<file path="config.mk">
export PLATFORM = sky130hd
export DESIGN_NAME = seg_agu
export DESIGN_NICKNAME = d
export VERILOG_FILES = /design/src/rtl/seg_agu_pkg.sv /design/src/rtl/agu_offset.sv /design/src/rtl/agu_seg.sv /design/src/rtl/agu_phys.sv /design/src/rtl/seg_agu.sv
export SDC_FILE = /design/constraint.sdc
export NUM_CORES = 1
export LEC_CHECK = 0
export BUFFER_PORTS_ARGS = -buffer_cell sky130_fd_sc_hd__buf_2
export CELL_PAD_IN_SITES_DETAIL_PLACEMENT = 0
export CELL_PAD_IN_SITES_GLOBAL_PLACEMENT = 1
export CORE_ASPECT_RATIO = 0.9
export CORE_UTILIZATION = 36
export CTS_CLUSTER_DIAMETER = 150
export DETAILED_ROUTE_END_ITERATION = 16
export GPL_TIMING_DRIVEN = 0
export PLACE_DENSITY = 0.83
export SYNTH_ARGS = -nofsm -noshare
export SYNTH_HDL_FRONTEND = slang
export SYNTH_HIERARCHICAL = 1
export SYNTH_SLANG_ARGS = --single-unit
</file>
<file path="constraint.sdc">
create_clock -name clk_i -period 1 [get_ports clk_i]
set_input_delay 0.1 -clock clk_i [delete_from_list [all_inputs] [get_ports clk_i]]
set_output_delay 0.1 -clock clk_i [all_outputs]
set_load 0.03 [all_outputs]
</file>
<file path="src/rtl/seg_agu_pkg.sv">
package seg_agu_pkg;
  typedef enum logic [1:0] {BASE_NONE = 2'd0, BASE_BX = 2'd1, BASE_BP = 2'd2, BASE_BAD = 2'd3} base_sel_e;
  typedef enum logic [1:0] {IDX_NONE = 2'd0, IDX_SI = 2'd1, IDX_DI = 2'd2, IDX_BAD = 2'd3} idx_sel_e;
  typedef enum logic [1:0] {DISP_NONE = 2'd0, DISP_S8 = 2'd1, DISP_W16 = 2'd2, DISP_BAD = 2'd3} disp_sel_e;
  typedef enum logic [1:0] {SEG_ES = 2'd0, SEG_CS = 2'd1, SEG_SS = 2'd2, SEG_DS = 2'd3} seg_sel_e;
endpackage

</file>
<file path="src/rtl/agu_offset.sv">
module agu_offset
  import seg_agu_pkg::*;
#(
  parameter int OFS_W    = 16,
  parameter int DISP_S_W = 8
) (
  input  logic [1:0]       base_sel_i,
  input  logic [1:0]       idx_sel_i,
  input  logic [1:0]       disp_sel_i,
  input  logic [OFS_W-1:0] disp_i,
  input  logic [OFS_W-1:0] bx_i,
  input  logic [OFS_W-1:0] bp_i,
  input  logic [OFS_W-1:0] si_i,
  input  logic [OFS_W-1:0] di_i,
  output logic [OFS_W-1:0] ea_o,
  output logic             bad_o
);
  localparam int EXT_W = OFS_W - DISP_S_W;

  base_sel_e base_sel;
  idx_sel_e  idx_sel;
  disp_sel_e disp_sel;
  logic [OFS_W-1:0] base_v, idx_v, disp_v;

  assign base_sel = base_sel_e'(base_sel_i);
  assign idx_sel  = idx_sel_e'(idx_sel_i);
  assign disp_sel = disp_sel_e'(disp_sel_i);

  always_comb begin
    unique case (base_sel)
      BASE_BX: base_v = bx_i;
      BASE_BP: base_v = bp_i;
      default: base_v = '0;
    endcase
    unique case (idx_sel)
      IDX_SI:  idx_v = si_i;
      IDX_DI:  idx_v = di_i;
      default: idx_v = '0;
    endcase
    unique case (disp_sel)
      DISP_S8:  disp_v = {{EXT_W{disp_i[DISP_S_W-1]}}, disp_i[DISP_S_W-1:0]};
      DISP_W16: disp_v = disp_i;
      default:  disp_v = '0;
    endcase
  end

  // modulo 2^OFS_W sum
  assign ea_o  = base_v + idx_v + disp_v;
  assign bad_o = (base_sel == BASE_BAD) || (idx_sel == IDX_BAD) || (disp_sel == DISP_BAD);
endmodule

</file>
<file path="src/rtl/agu_seg.sv">
module agu_seg
  import seg_agu_pkg::*;
#(
  parameter int OFS_W = 16
) (
  input  logic             fetch_i,
  input  logic             uses_bp_i,
  input  logic             ovr_en_i,
  input  logic [1:0]       ovr_seg_i,
  input  logic [OFS_W-1:0] cs_i,
  input  logic [OFS_W-1:0] ds_i,
  input  logic [OFS_W-1:0] ss_i,
  input  logic [OFS_W-1:0] es_i,
  output logic [OFS_W-1:0] seg_o
);
  seg_sel_e sel;

  always_comb begin
    if (fetch_i)       sel = SEG_CS;
    else if (ovr_en_i) sel = seg_sel_e'(ovr_seg_i);
    else if (uses_bp_i) sel = SEG_SS;
    else               sel = SEG_DS;
  end

  always_comb begin
    unique case (sel)
      SEG_ES:  seg_o = es_i;
      SEG_CS:  seg_o = cs_i;
      SEG_SS:  seg_o = ss_i;
      default: seg_o = ds_i;
    endcase
  end
endmodule

</file>
<file path="src/rtl/agu_phys.sv">
module agu_phys #(
  parameter int OFS_W     = 16,
  parameter int SEG_SHIFT = 4,
  parameter int PA_W      = OFS_W + SEG_SHIFT
) (
  input  logic [OFS_W-1:0] seg_i,
  input  logic [OFS_W-1:0] ofs_i,
  output logic [PA_W-1:0]  pa_o
);
  logic [PA_W-1:0] seg_sh, ofs_ext;

  assign seg_sh  = {seg_i, {SEG_SHIFT{1'b0}}};
  assign ofs_ext = {{SEG_SHIFT{1'b0}}, ofs_i};
  // carry out of the top bit is dropped: wraps through zero
  assign pa_o    = seg_sh + ofs_ext;
endmodule

</file>
<file path="src/rtl/seg_agu.sv">
module seg_agu
  import seg_agu_pkg::*;
#(
  parameter int OFS_W     = 16,
  parameter int DISP_S_W  = 8,
  parameter int SEG_SHIFT = 4,
  localparam int PA_W     = OFS_W + SEG_SHIFT
) (
  input  logic             clk_i,
  input  logic             rst_ni,
  input  logic             valid_i,
  input  logic             fetch_i,
  input  logic [1:0]       base_sel_i,
  input  logic [1:0]       idx_sel_i,
  input  logic [1:0]       disp_sel_i,
  input  logic [OFS_W-1:0] disp_i,
  input  logic             ovr_en_i,
  input  logic [1:0]       ovr_seg_i,
  input  logic [OFS_W-1:0] cs_i,
  input  logic [OFS_W-1:0] ds_i,
  input  logic [OFS_W-1:0] ss_i,
  input  logic [OFS_W-1:0] es_i,
  input  logic [OFS_W-1:0] ip_i,
  input  logic [OFS_W-1:0] bx_i,
  input  logic [OFS_W-1:0] bp_i,
  input  logic [OFS_W-1:0] si_i,
  input  logic [OFS_W-1:0] di_i,
  output logic             valid_o,
  output logic [OFS_W-1:0] ea_o,
  output logic [PA_W-1:0]  pa_o,
  output logic             err_o
);
  logic [OFS_W-1:0] ea_data, ea_sel, seg_val;
  logic [PA_W-1:0]  pa_calc;
  logic             bad_data, bad;

  agu_offset #(.OFS_W(OFS_W), .DISP_S_W(DISP_S_W)) u_offset (
    .base_sel_i (base_sel_i),
    .idx_sel_i  (idx_sel_i),
    .disp_sel_i (disp_sel_i),
    .disp_i     (disp_i),
    .bx_i       (bx_i),
    .bp_i       (bp_i),
    .si_i       (si_i),
    .di_i       (di_i),
    .ea_o       (ea_data),
    .bad_o      (bad_data)
  );

  agu_seg #(.OFS_W(OFS_W)) u_seg (
    .fetch_i   (fetch_i),
    .uses_bp_i (base_sel_i == BASE_BP),
    .ovr_en_i  (ovr_en_i),
    .ovr_seg_i (ovr_seg_i),
    .cs_i      (cs_i),
    .ds_i      (ds_i),
    .ss_i      (ss_i),
    .es_i      (es_i),
    .seg_o     (seg_val)
  );

  assign ea_sel = fetch_i ? ip_i : ea_data;
  assign bad    = !fetch_i && bad_data;

  agu_phys #(.OFS_W(OFS_W), .SEG_SHIFT(SEG_SHIFT), .PA_W(PA_W)) u_phys (
    .seg_i (seg_val),
    .ofs_i (ea_sel),
    .pa_o  (pa_calc)
  );

  always_ff @(posedge clk_i or negedge rst_ni) begin
    if (!rst_ni) begin
      valid_o <= 1'b0;
      ea_o    <= '0;
      pa_o    <= '0;
      err_o   <= 1'b0;
    end else begin
      valid_o <= valid_i;
      if (valid_i) begin
        err_o <= bad;
        ea_o  <= bad ? '0 : ea_sel;
        pa_o  <= bad ? '0 : pa_calc;
      end
    end
  end

  // segment contributes nothing below bit SEG_SHIFT
  assert_low_bits_R1: assert property (@(posedge clk_i) disable iff (!rst_ni)
    (valid_o && !err_o) |-> (pa_o[SEG_SHIFT-1:0] == ea_o[SEG_SHIFT-1:0]));
  assert_err_zero_R7: assert property (@(posedge clk_i) disable iff (!rst_ni)
    err_o |-> (ea_o == '0 && pa_o == '0));
  assert_pulse_R8: assert property (@(posedge clk_i) disable iff (!rst_ni)
    valid_i |=> valid_o);
  assert_hold_R8: assert property (@(posedge clk_i) disable iff (!rst_ni)
    !valid_i |=> (!valid_o && $stable(pa_o) && $stable(ea_o) && $stable(err_o)));
  assert_fetch_ok_R5: assert property (@(posedge clk_i) disable iff (!rst_ni)
    (valid_i && fetch_i) |=> (!err_o && ea_o == $past(ip_i)));
endmodule

</file>
# == Yosys cells after proc, flatten, opt, wreduce, memory -nomap -nowiden ==
# Index checks and enable logic that the tools add are counted.
# W data, S select, Z words.
# classes
n_addsub,3
n_eq_ne,11
mux,10
reduce_logical,5
# op_table
op,count
$pmux W16 S2,3
$pmux W16 S3,1
$add A16 B16 Y16,2
$mux W16,2
$add A20 B16 Y20,1
$mux W20,1
$eq A2 B2 Y1 const B,7
$eq A2 B1 Y1 const B,4
$mux W2,2
$logic_not A2 Y1,1
$logic_or A1 B1 Y1,2
$logic_and A1 B1 Y1,1
$logic_not A1 Y1,1
$mux W1,1
# totals
ff_bits,38
inputBits,173
output_inout_bits,38
elab_cells,33

# == Longest topological paths before layout ==
# Gate-level depths: netlist of the first run.
# logic_depth
depth_word,8
mapped_depth,27
ltp_nobuf,26

# == Modules after synthesis ==
# Netlist of the first run, hierarchy kept.
# modules_own_cells
module,n_inst,cells_each,area_each_um2,seq_area_each_um2
seg_agu,1,213,1830.5,950.9
agu_offset,1,240,1818.0,0.0
agu_seg,1,124,959.7,0.0
agu_phys,1,101,735.7,0.0

# == Least setup slack after synthesis of the first run ==
# OpenSTA, ideal clock, no wires.
# synth_timing
path_kind,input to register
from,input port idx_sel_i[1]
to,register pa_o[19]
setup_time_ps,129
t_arrival_ps,4924
required_ps,871
path_slack_ps,-4053
stages,27
path_buffers,2
cell_sequence,inv_1 ha_1 clkbuf_1 clkbuf_1 a22oi_1 or2_2 fa_1 inv_1 ha_1 inv_1 fa_1 nor2b_4 o2111ai_1 nand3_2 a41oi_2 a21oi_1 xor2_1 inv_1 o21ai_0 ha_1 a21o_1 a31o_1 a221o_1 o211ai_2 or3b_1 nand2_1 o22ai_1
# synth_via
elab_chain_len,7
elab_cells_between_ends,12
cone_classes,3 x add/sub; 3 x eq/ne; 3 x mux; 3 x reduce/logical
# synth_rtl
item,line,rtl
start: declaration,seg_agu.sv:14,"input logic [1:0] idx_sel_i,"
$eq A2 B2 Y1 / $eq A2 B1 Y1 (equally long branches),agu_offset.sv:35,unique case (idx_sel)
$pmux W16 S2 *,agu_offset.sv:35,
$add A16 B16 Y16 * (2 in a row),agu_offset.sv:48,assign ea_o = base_v + idx_v + disp_v;
named net ea_data[13],seg_agu.sv:33,"logic [OFS_W-1:0] ea_data, ea_sel, seg_val;"
$mux W16 *,seg_agu.sv:62,assign ea_sel = fetch_i ? ip_i : ea_data;
named net ea_sel[13],seg_agu.sv:33,
$add A20 B16 Y20 *,agu_phys.sv:15,assign pa_o = seg_sh + ofs_ext;
named net pa_calc[19],seg_agu.sv:34,logic [PA_W-1:0] pa_calc;
$mux W20 *,seg_agu.sv:82,pa_o <= bad ? '0 : pa_calc;
end signal: assignment,seg_agu.sv:82,
end: declaration,seg_agu.sv:30,"output logic [PA_W-1:0] pa_o,"
# The timed path passes the listed nets; every way through them passes the cells marked *.
# A chain may end at the register's enable or synchronous reset.

# == Worst setup path after layout of the first run ==
# layout_timing
from,input port base_sel_i[0]
to,register pa_o[19]
# layout_via
elab_cells_between_ends,19
cone_classes,3 x add/sub; 5 x eq/ne; 7 x mux; 4 x reduce/logical
# layout_rtl
item,line,rtl
start: declaration,seg_agu.sv:13,"input logic [1:0] base_sel_i,"
$eq A2 B2 Y1 / $eq A2 B1 Y1 (equally long branches),agu_offset.sv:30,unique case (base_sel)
$pmux W16 S2 *,agu_offset.sv:30,
$add A16 B16 Y16 * (2 in a row),agu_offset.sv:48,
named net ea_data[13],seg_agu.sv:33,
$mux W16 *,seg_agu.sv:62,
named net ea_sel[13],seg_agu.sv:33,
$add A20 B16 Y20 *,agu_phys.sv:15,
named net pa_calc[19],seg_agu.sv:34,
$mux W20 *,seg_agu.sv:82,
# Marked as above.

==> results of run 1 <==
[layout make-up]
cell class | instances | share of cell area, %
clock inverters | 2 | 0.723
plain buffers | 45 | 4.46
repair buffers | 276 | 20.5
well taps | 193 | 2.91
diodes | 1 | 0.0301
flip-flops and latches | 38 | 11.4
multi-input cells | 499 | 54.0
inverters | 88 | 4.22
clock buffers | 6 | 1.67
[cells in the final DEF, fill, tap and decap left out, drive strengths merged, types with 3 or more instances in the layout]
master,synthesis,final
a211o,3,3
a211oi,34,34
a21boi,10,10
a21o,16,16
a21oi,23,23
a22oi,32,32
a31oi,18,18
a41oi,3,3
and2,3,3
buf,34,306
clkbuf,19,20
dfrtp,38,38
fa,17,17
ha,35,35
inv,88,88
nand2,64,64
nand2b,4,4
nand3,8,8
nor2,37,37
nor2b,5,5
nor3,6,6
o211ai,3,3
o21a,10,10
o21ai,22,22
o22ai,20,20
o32a,15,15
or2,28,28
or3b,32,32
xnor2,18,18
xor2,7,7
[through the flow]
stage / utilization [%] / worst slack [ns] / power (W) / instances / hold WS, ns
after floorplan: - / -3.55 / 0.00539 / 678 / -0.196
after global placement: 49.0 / -4.27 / 0.00675 / 1080 / 0.226
after detailed placement: 49.0 / -4.31 / 0.00678 / 1080 / 0.229
after CTS: 55.7 / -3.59 / 0.00964 / 1130 / -0.0405
after global routing: 58.3 / -3.73 / 0.0107 / 1147 / -0.00826
final: 58.3 / -3.55 / 0.0101 / 1148 / -0.0784
[per-layer routing]
| metal | GRT usage, % | vias to the layer above | share of wire, % |
|---|---|---|---|
| met2 | 43.2 | 188 | 50 |
| met4 | 5.32 | 0 | 2.2 |
| met3 | 2.77 | 22 | 4.4 |
| met1 | 31.0 | 2738 | 43 |
| li1 | - | 2962 | - |
| met5 | 0 | - | 0 |
[how the worst max path moves through the flow]
stage	startpoint	endpoint	slack [ns]	depth (start not counted)
2_1_floorplan	base_sel_i[0]	pa_o[19]$_DFFE_PN0P_	-3.55	27
3_3_place_gp	base_sel_i[0]	pa_o[19]$_DFFE_PN0P_	-4.27	26
3_5_place_dp	base_sel_i[0]	pa_o[19]$_DFFE_PN0P_	-4.31	26
4_1_cts	idx_sel_i[1]	pa_o[19]$_DFFE_PN0P_	-3.59	27
5_1_grt	base_sel_i[0]	pa_o[19]$_DFFE_PN0P_	-3.73	27
6_report	base_sel_i[0]	pa_o[19]$_DFFE_PN0P_	-3.55	27
[cells by family after synthesis]
logic type | count (synthesis) | share of synthesized area (%)
XOR/XNOR | 25 | 4.10
flip-flops | 38 | 17.8
buffers and inverters | 141 | 11.9
AO/OA/AOI/OAI | 223 | 31.0
adder cells (fa/ha/maj) | 52 | 14.6
AND/OR/NAND/NOR | 198 | 20.5
multiplexers | 1 | 0.211
[report_power, final]
| part | internal, W | switching (W) | leakage (nW) |
|---|---|---|---|
| Clock | 0.00150 | 0.000616 | 0.0971 |
| Sequential | 0.00182 | 0.000166 | 0.466 |
| Combinational | 0.00271 | 0.00325 | 3.33 |
| Total | 0.00603 | 0.00403 | 3.89 |
[registers in the layout, indices dropped and copies added (netlist names)]
| name | count |
|---|---|
| valid_o | 1 |
| ea_o | 16 |
| err_o | 1 |
| pa_o | 20 |
[worst max-delay path, cell delays in order]
cell and delay, ns:
buf_12 0.12, inv_12 0.04, ha_4 0.16, clkbuf_16 0.15, a22oi_2 0.05, or2_4 0.23, fa_1 0.46, inv_2 0.08
ha_4 0.13, inv_2 0.04, fa_2 0.41, nor2b_4 0.13, o2111ai_2 0.12, nand3_2 0.12, a41oi_4 0.12, a21oi_2 0.17
xor2_1 0.17, inv_1 0.10, o21ai_4 0.18, ha_4 0.24, a21o_1 0.17, a31o_1 0.18, a221o_1 0.36, o211ai_2 0.14
or3b_4 0.40, nand2_1 0.07, o22ai_1 0.06
[what timing repair did]
| item | 4_1_cts | 5_1_grt |
|---|---|---|
| endpoints found under the hold margin | 39 | 14 |
| pin swaps | 78 | 64 |
| gates resized for setup | 100 | 62 |
| setup buffers | 48 | 20 |
| endpoints found under the setup margin | 37 | 41 |
==> impl_results.md, run 1 <==
- Data arrival, critical path: 4.70 ns
- Relative slew margins: 44.4%
- Port Buffers: 209
- Cts-stage hold buffer count: 1
- Number of flops mapped to enable cells by yosys: 0
- Max_cap viols: 0
- FF-to-FF path depth: 3
- CTS tree: yes
- Worst-skew pair later-pin latency: 0.28 ns
- Pin count of the biggest net entering global routing: 39
- Initial core utilization: 37.5%
- Final worst path period share: 455%
- Post-DR wirelength/cell: 16.6 µm
- Mean number of vias per cell: 5.15
- Reg2reg start: ea_o[11]$_DFFE_PN0P_
- Area Growth Syn to Fin: 55.5%
- Ports: 211
- Worst hold slack: -0.0784 ns
- DRT iter0 DRCs: 220
- Fillers: 1335
- Layout Nets: 1178
- Multi-input gate area: 4490 µm²
- Unrepaired setup endpoints after global routing: true
- Status: finished, violations left
- Mapped Area: 5340 µm²
- Violated checks: negative hold slack, negative setup slack
- Sink Count: 38
- Kind of critical path: input pin to register
- Total gr overflow: 0
- Detail Placement HPWL: 14500 µm
- PnR worst setup slack: -3.55 ns
- Top cells by area, synth: dfrtp_1 18%, ha_1 8.2%, fa_1 6.4%
- Post-route ant nets: 0
- P_leak: 3.89 nW
- Worst-path clk slew: 0.06 ns
- Worst r2r dst: ea_o[11]$_DFFE_PN0P_
- Register Area: 951 µm²
- DRT Pass-1 Iters: 4
- FP Rows: 41
- Post-route minimum period: 4.55 ns
- Drt drc: 0
- Count leader, synth: inv_1
- Cell variety after synth: 73
- Initial antenna violation count: 1
- Final Instance Area: 8310 µm²
- Die area: 15300 µm²
- Power density cells: 1210 nW/µm²
- FFs w/ async S/R, synth: 100%
- Yosys reg bits: 38
- Final WL: 19100 µm
- Commonest cells in the netlist: 88 x inv_1, 64 x nand2_1, 38 x dfrtp_1
- Synth Instances: 678
- Crit end category: register
- Flop-to-flop setup slack: 0.17 ns
- GPL Wtd Cong: 0.894
- Die Span Y: 118 µm
- Maximum vdd ir drop: 0.000909 V
- Synth Flop Type: dfrtp_1
- Crit path max fanout: 4
- Post-DP Area: 6990 µm²
- Post-synth top area share: 17.8%
- Total GRT Usage: 24.3%
- H-tree depth: 2
- Slew @ Worst Pin: 0.835 ns
- Die W: 130 µm
- Average cell area after synthesis: 7.88 µm²
- Cts bufs inserted: 5
- Final Hold Vio Count: 38
- Root buf cell: clkbuf_16
- Ratio of cells with drive above 1 in the final layout: 51.8%
- Clock skew: 0 ns
- DR vias: 5910
- Final slew viol count: 0
- Fmax: 0.220 GHz
- Sequential area share after synthesis: 17.8%
- Worst Path Required: 1.15 ns
- Number of global-route vias before repair: 5797
- Setup total negative slack: -81.23 ns
- Area of the core: 14300 µm²
- First-pass GRT wire length: 29300 µm
- Syn nets: 903
- Ys Warns: 6
- HP Class: input pin to asynchronous set/reset pin
- Setup-failing EPs final: 37
- Synth area leader: dfrtp_1
- Clock buffer depth: 2
- CP startpoint kind: input pin
No activity file was read; power rests on OpenSTA's default activity.
==> run 2, diff against run 1 <==
--- a/config.mk
+++ b/config.mk
@@ -7,4 +7,5 @@
 export LEC_CHECK = 0
 export BUFFER_PORTS_ARGS = -buffer_cell sky130_fd_sc_hd__buf_2
+export CAP_MARGIN = 0
 export CELL_PAD_IN_SITES_DETAIL_PLACEMENT = 0
 export CELL_PAD_IN_SITES_GLOBAL_PLACEMENT = 1
@@ -15,4 +16,5 @@
 export GPL_TIMING_DRIVEN = 0
 export PLACE_DENSITY = 0.83
+export REMOVE_ABC_BUFFERS = 1
 export SYNTH_ARGS = -nofsm -noshare
 export SYNTH_HDL_FRONTEND = slang
==> constraint.sdc (replaced) <==
create_clock -name clk_i -period 1 [get_ports clk_i]
set_input_delay 0.15 -clock clk_i [delete_from_list [all_inputs] [get_ports clk_i]]
set_output_delay 0.15 -clock clk_i [all_outputs]
set_load 0.03 [all_outputs]
==> run 2 against run 1 <==
Net effect:
- the flow still finishes with violations (negative hold slack, negative setup slack)
- clock power about the same
- highest routed layer is now met5
- utilization shrank 0.84 points
- critical path type unchanged
- sequential power about the same
==> impl_results.md, run 2 (synthesis gave the netlist of run 1 again) <==
- Commonest non-fill, non-tap cell in the layout: buf_2
- Unrepaired setup endpoints after global routing: true
- H-tree depth: 2 (unchanged)
- Status: finished, violations left
- Initial core utilization: 37.5% (unchanged)
- Die Span Y: 118 µm (unchanged)
- Reg2reg start: ea_o[11]$_DFFE_PN0P_
- Maximum vdd ir drop: 0.000920 V (+1.2%)
- Worst-skew pair later-pin latency: 0.28 ns (about the same)
- Post-route ant nets: 0 (unchanged)
- DR vias: 5870 (-0.68%)
- CTS tree: yes
- FP Rows: 41 (unchanged)
- Dpl cells: 1028 (-4.8%)
- Most frequent cells in the layout: 169 x buf_2, 76 x inv_1, 74 x buf_4
- Worst hold slack: -0.0186 ns (+0.0599 ns)
- Post-DR wirelength/cell: 16.9 µm (+1.6%)
- Final non-filler cell total: 1119 (-2.5%)
- Clock buffer depth: 2 (unchanged)
- Post-route minimum period: 4.57 ns (+0.0183 ns)
- Final Hold Vio Count: 38 (unchanged)
- Post-layout util: 57.4% (-0.84 points)
- Root buf cell: clkbuf_16
- First-pass GRT wire length: 27400 µm (-6.6%)
- Clock skew: 0 ns (unchanged)
- Slew @ Worst Pin: 0.867 ns (+0.0325 ns)
- Crit end category: register
- Total GRT Usage: 22.5% (-1.8 points)
- Critical path's largest stage delay: 0.48 ns (+0.02 ns)
- Worst path slowest cell: fa_1
- Layout Nets: 1148 (-2.5%)
- Area of the core: 14300 µm² (unchanged)
- Die W: 130 µm (unchanged)
- Fmax: 0.219 GHz (-0.40%)
- Die area: 15300 µm² (unchanged)
- Crit path max fanout: 5 (+1)
- Largest regs: pa_o x20, ea_o x16
- Cts bufs inserted: 5 (unchanged)
- Worst-path clk slew: 0.06 ns (about the same)
- Number of global-route vias before repair: 5604 (-3.3%)
- Violated checks: negative hold slack, negative setup slack
- CP startpoint kind: input pin
- DRT Pass-1 Iters: 5 (+1)
- HP Class: input pin to asynchronous set/reset pin
- GPL Wtd Cong: 0.827 (-7.5%)
- Reg with most FFs: pa_o
- Sink Count: 38 (unchanged)
- Initial antenna violation count: 4 (+3)
- P_leak: 3.78 nW (-2.9%)
- Final slew viol count: 0 (unchanged)
- Final worst path period share: 457% (+1.8 points)
- Kind of critical path: input pin to register
- Worst Path Required: 1.13 ns (-0.02 ns)
- Final WL: 18900 µm (-0.92%)
- Detail Placement HPWL: 12100 µm (-16%)
- Total gr overflow: 0 (unchanged)
- Relative slew margins: 42.2% (-2.2 points)
- Port Buffers: 210 (+0.48%)
- Crit-path most repeated cell: ha_4
- Setup total negative slack: -82.31 ns (-1.08 ns)
- Setup-failing EPs final: 37 (unchanged)
- Max FFs per register: 20 (unchanged)
- PnR worst setup slack: -3.57 ns (-0.0183 ns)
- Crit path from: idx_sel_i[0]
- Power density cells: 1260 nW/µm² (+4.2%)
- Data arrival, critical path: 4.70 ns (about the same)
- Max_cap viols: 0 (unchanged)
- Mean number of vias per cell: 5.25 (+1.9%)
- Ports: 211 (unchanged)
- Drt drc: 0 (unchanged)
- Pin count of the biggest net entering global routing: 93 (+140%)
- Area Growth Syn to Fin: 53.3%
- DRT iter0 DRCs: 296 (+35%)
- Cts-stage hold buffer count: 0 (-1)
- Ratio of cells with drive above 1 in the final layout: 51.0% (-0.81 points)
[run 2: changes by cell type in the layout (fill, tap and decap cells not counted), moves of 4 or more]
cell,previous run,this run
buf_4,56,74
or2_2,16,21
or2_4,11,6
clkbuf_1,6,0
buf_6,26,41
buf_2,214,169
ha_4,21,26
buf_12,4,0
[run 2: what timing repair did]
action / CTS / global route
setup endpoints to repair: 55 / 67
resized for setup: 165 / 107
cloned: 0 / 6
buffers inserted: 54 / 23
pin swaps: 73 / 52
[run 2: report_power, final]
part | switching, W | internal (W)
registers | 0.000186 | 0.00183
logic | 0.00328 | 0.00294
clock network | 0.000669 | 0.00143
[run 2: worst paths after layout]
check,end,slack (ns),cells past startpoint
max in group asynchronous,pa_o[5]$_DFFE_PN0P_,0.47,1
min reg2reg,err_o$_DFFE_PN0P_,0.51,1
max reg2reg,ea_o[11]$_DFFE_PN0P_,0.15,3
min in group clk_i,ea_o[3]$_DFFE_PN0P_,0.14,3
max,pa_o[19]$_DFFE_PN0P_,-3.57,28
min,pa_o[15]$_DFFE_PN0P_,-0.02,1
[run 2: layout make-up]
cell class / instances / area (µm²)
diodes: 2 / 5.00
clock buffers: 5 / 125
clock inverters: 3 / 68.8
fillers: 1346 / 6070
inverters: 88 / 338
multi-input cells: 503 / 4560
flip-flops and latches: 38 / 951
well taps: 193 / 241
repair buffers: 287 / 1900
[run 2: metrics by stage]
step           total power (W)  instance area, µm²  worst slack [ns]  hold WS, ns
2_1_floorplan          0.00493                5040             -3.99       -0.146
3_3_place_gp           0.00628                6330             -4.89        0.335
3_5_place_dp           0.00631                6340             -4.84        0.326
4_1_cts                0.00959                7580             -3.61       0.0238
5_1_grt                 0.0109                8190             -3.77       0.0664
6_report                0.0103                8190             -3.57      -0.0186
[run 2: routing by layer]
layer	up-vias	wire (µm)	global-route usage, %
li1	2891	-	-
met1	2748	7890	27.4
met2	204	9680	41.3
met3	23	939	3.23
met4	4	353	4.81
met5	-	27	0
[run 2: worst max-delay path: cells and delay by family]
| family | cells | cell delay [ns] |
|---|---|---|
| fa+ha+maj | 5 | 1.38 |
| simple gates | 8 | 1.28 |
| compound gates | 7 | 1.08 |
| buf+inv | 7 | 0.62 |
| xor+xnor | 1 | 0.16 |
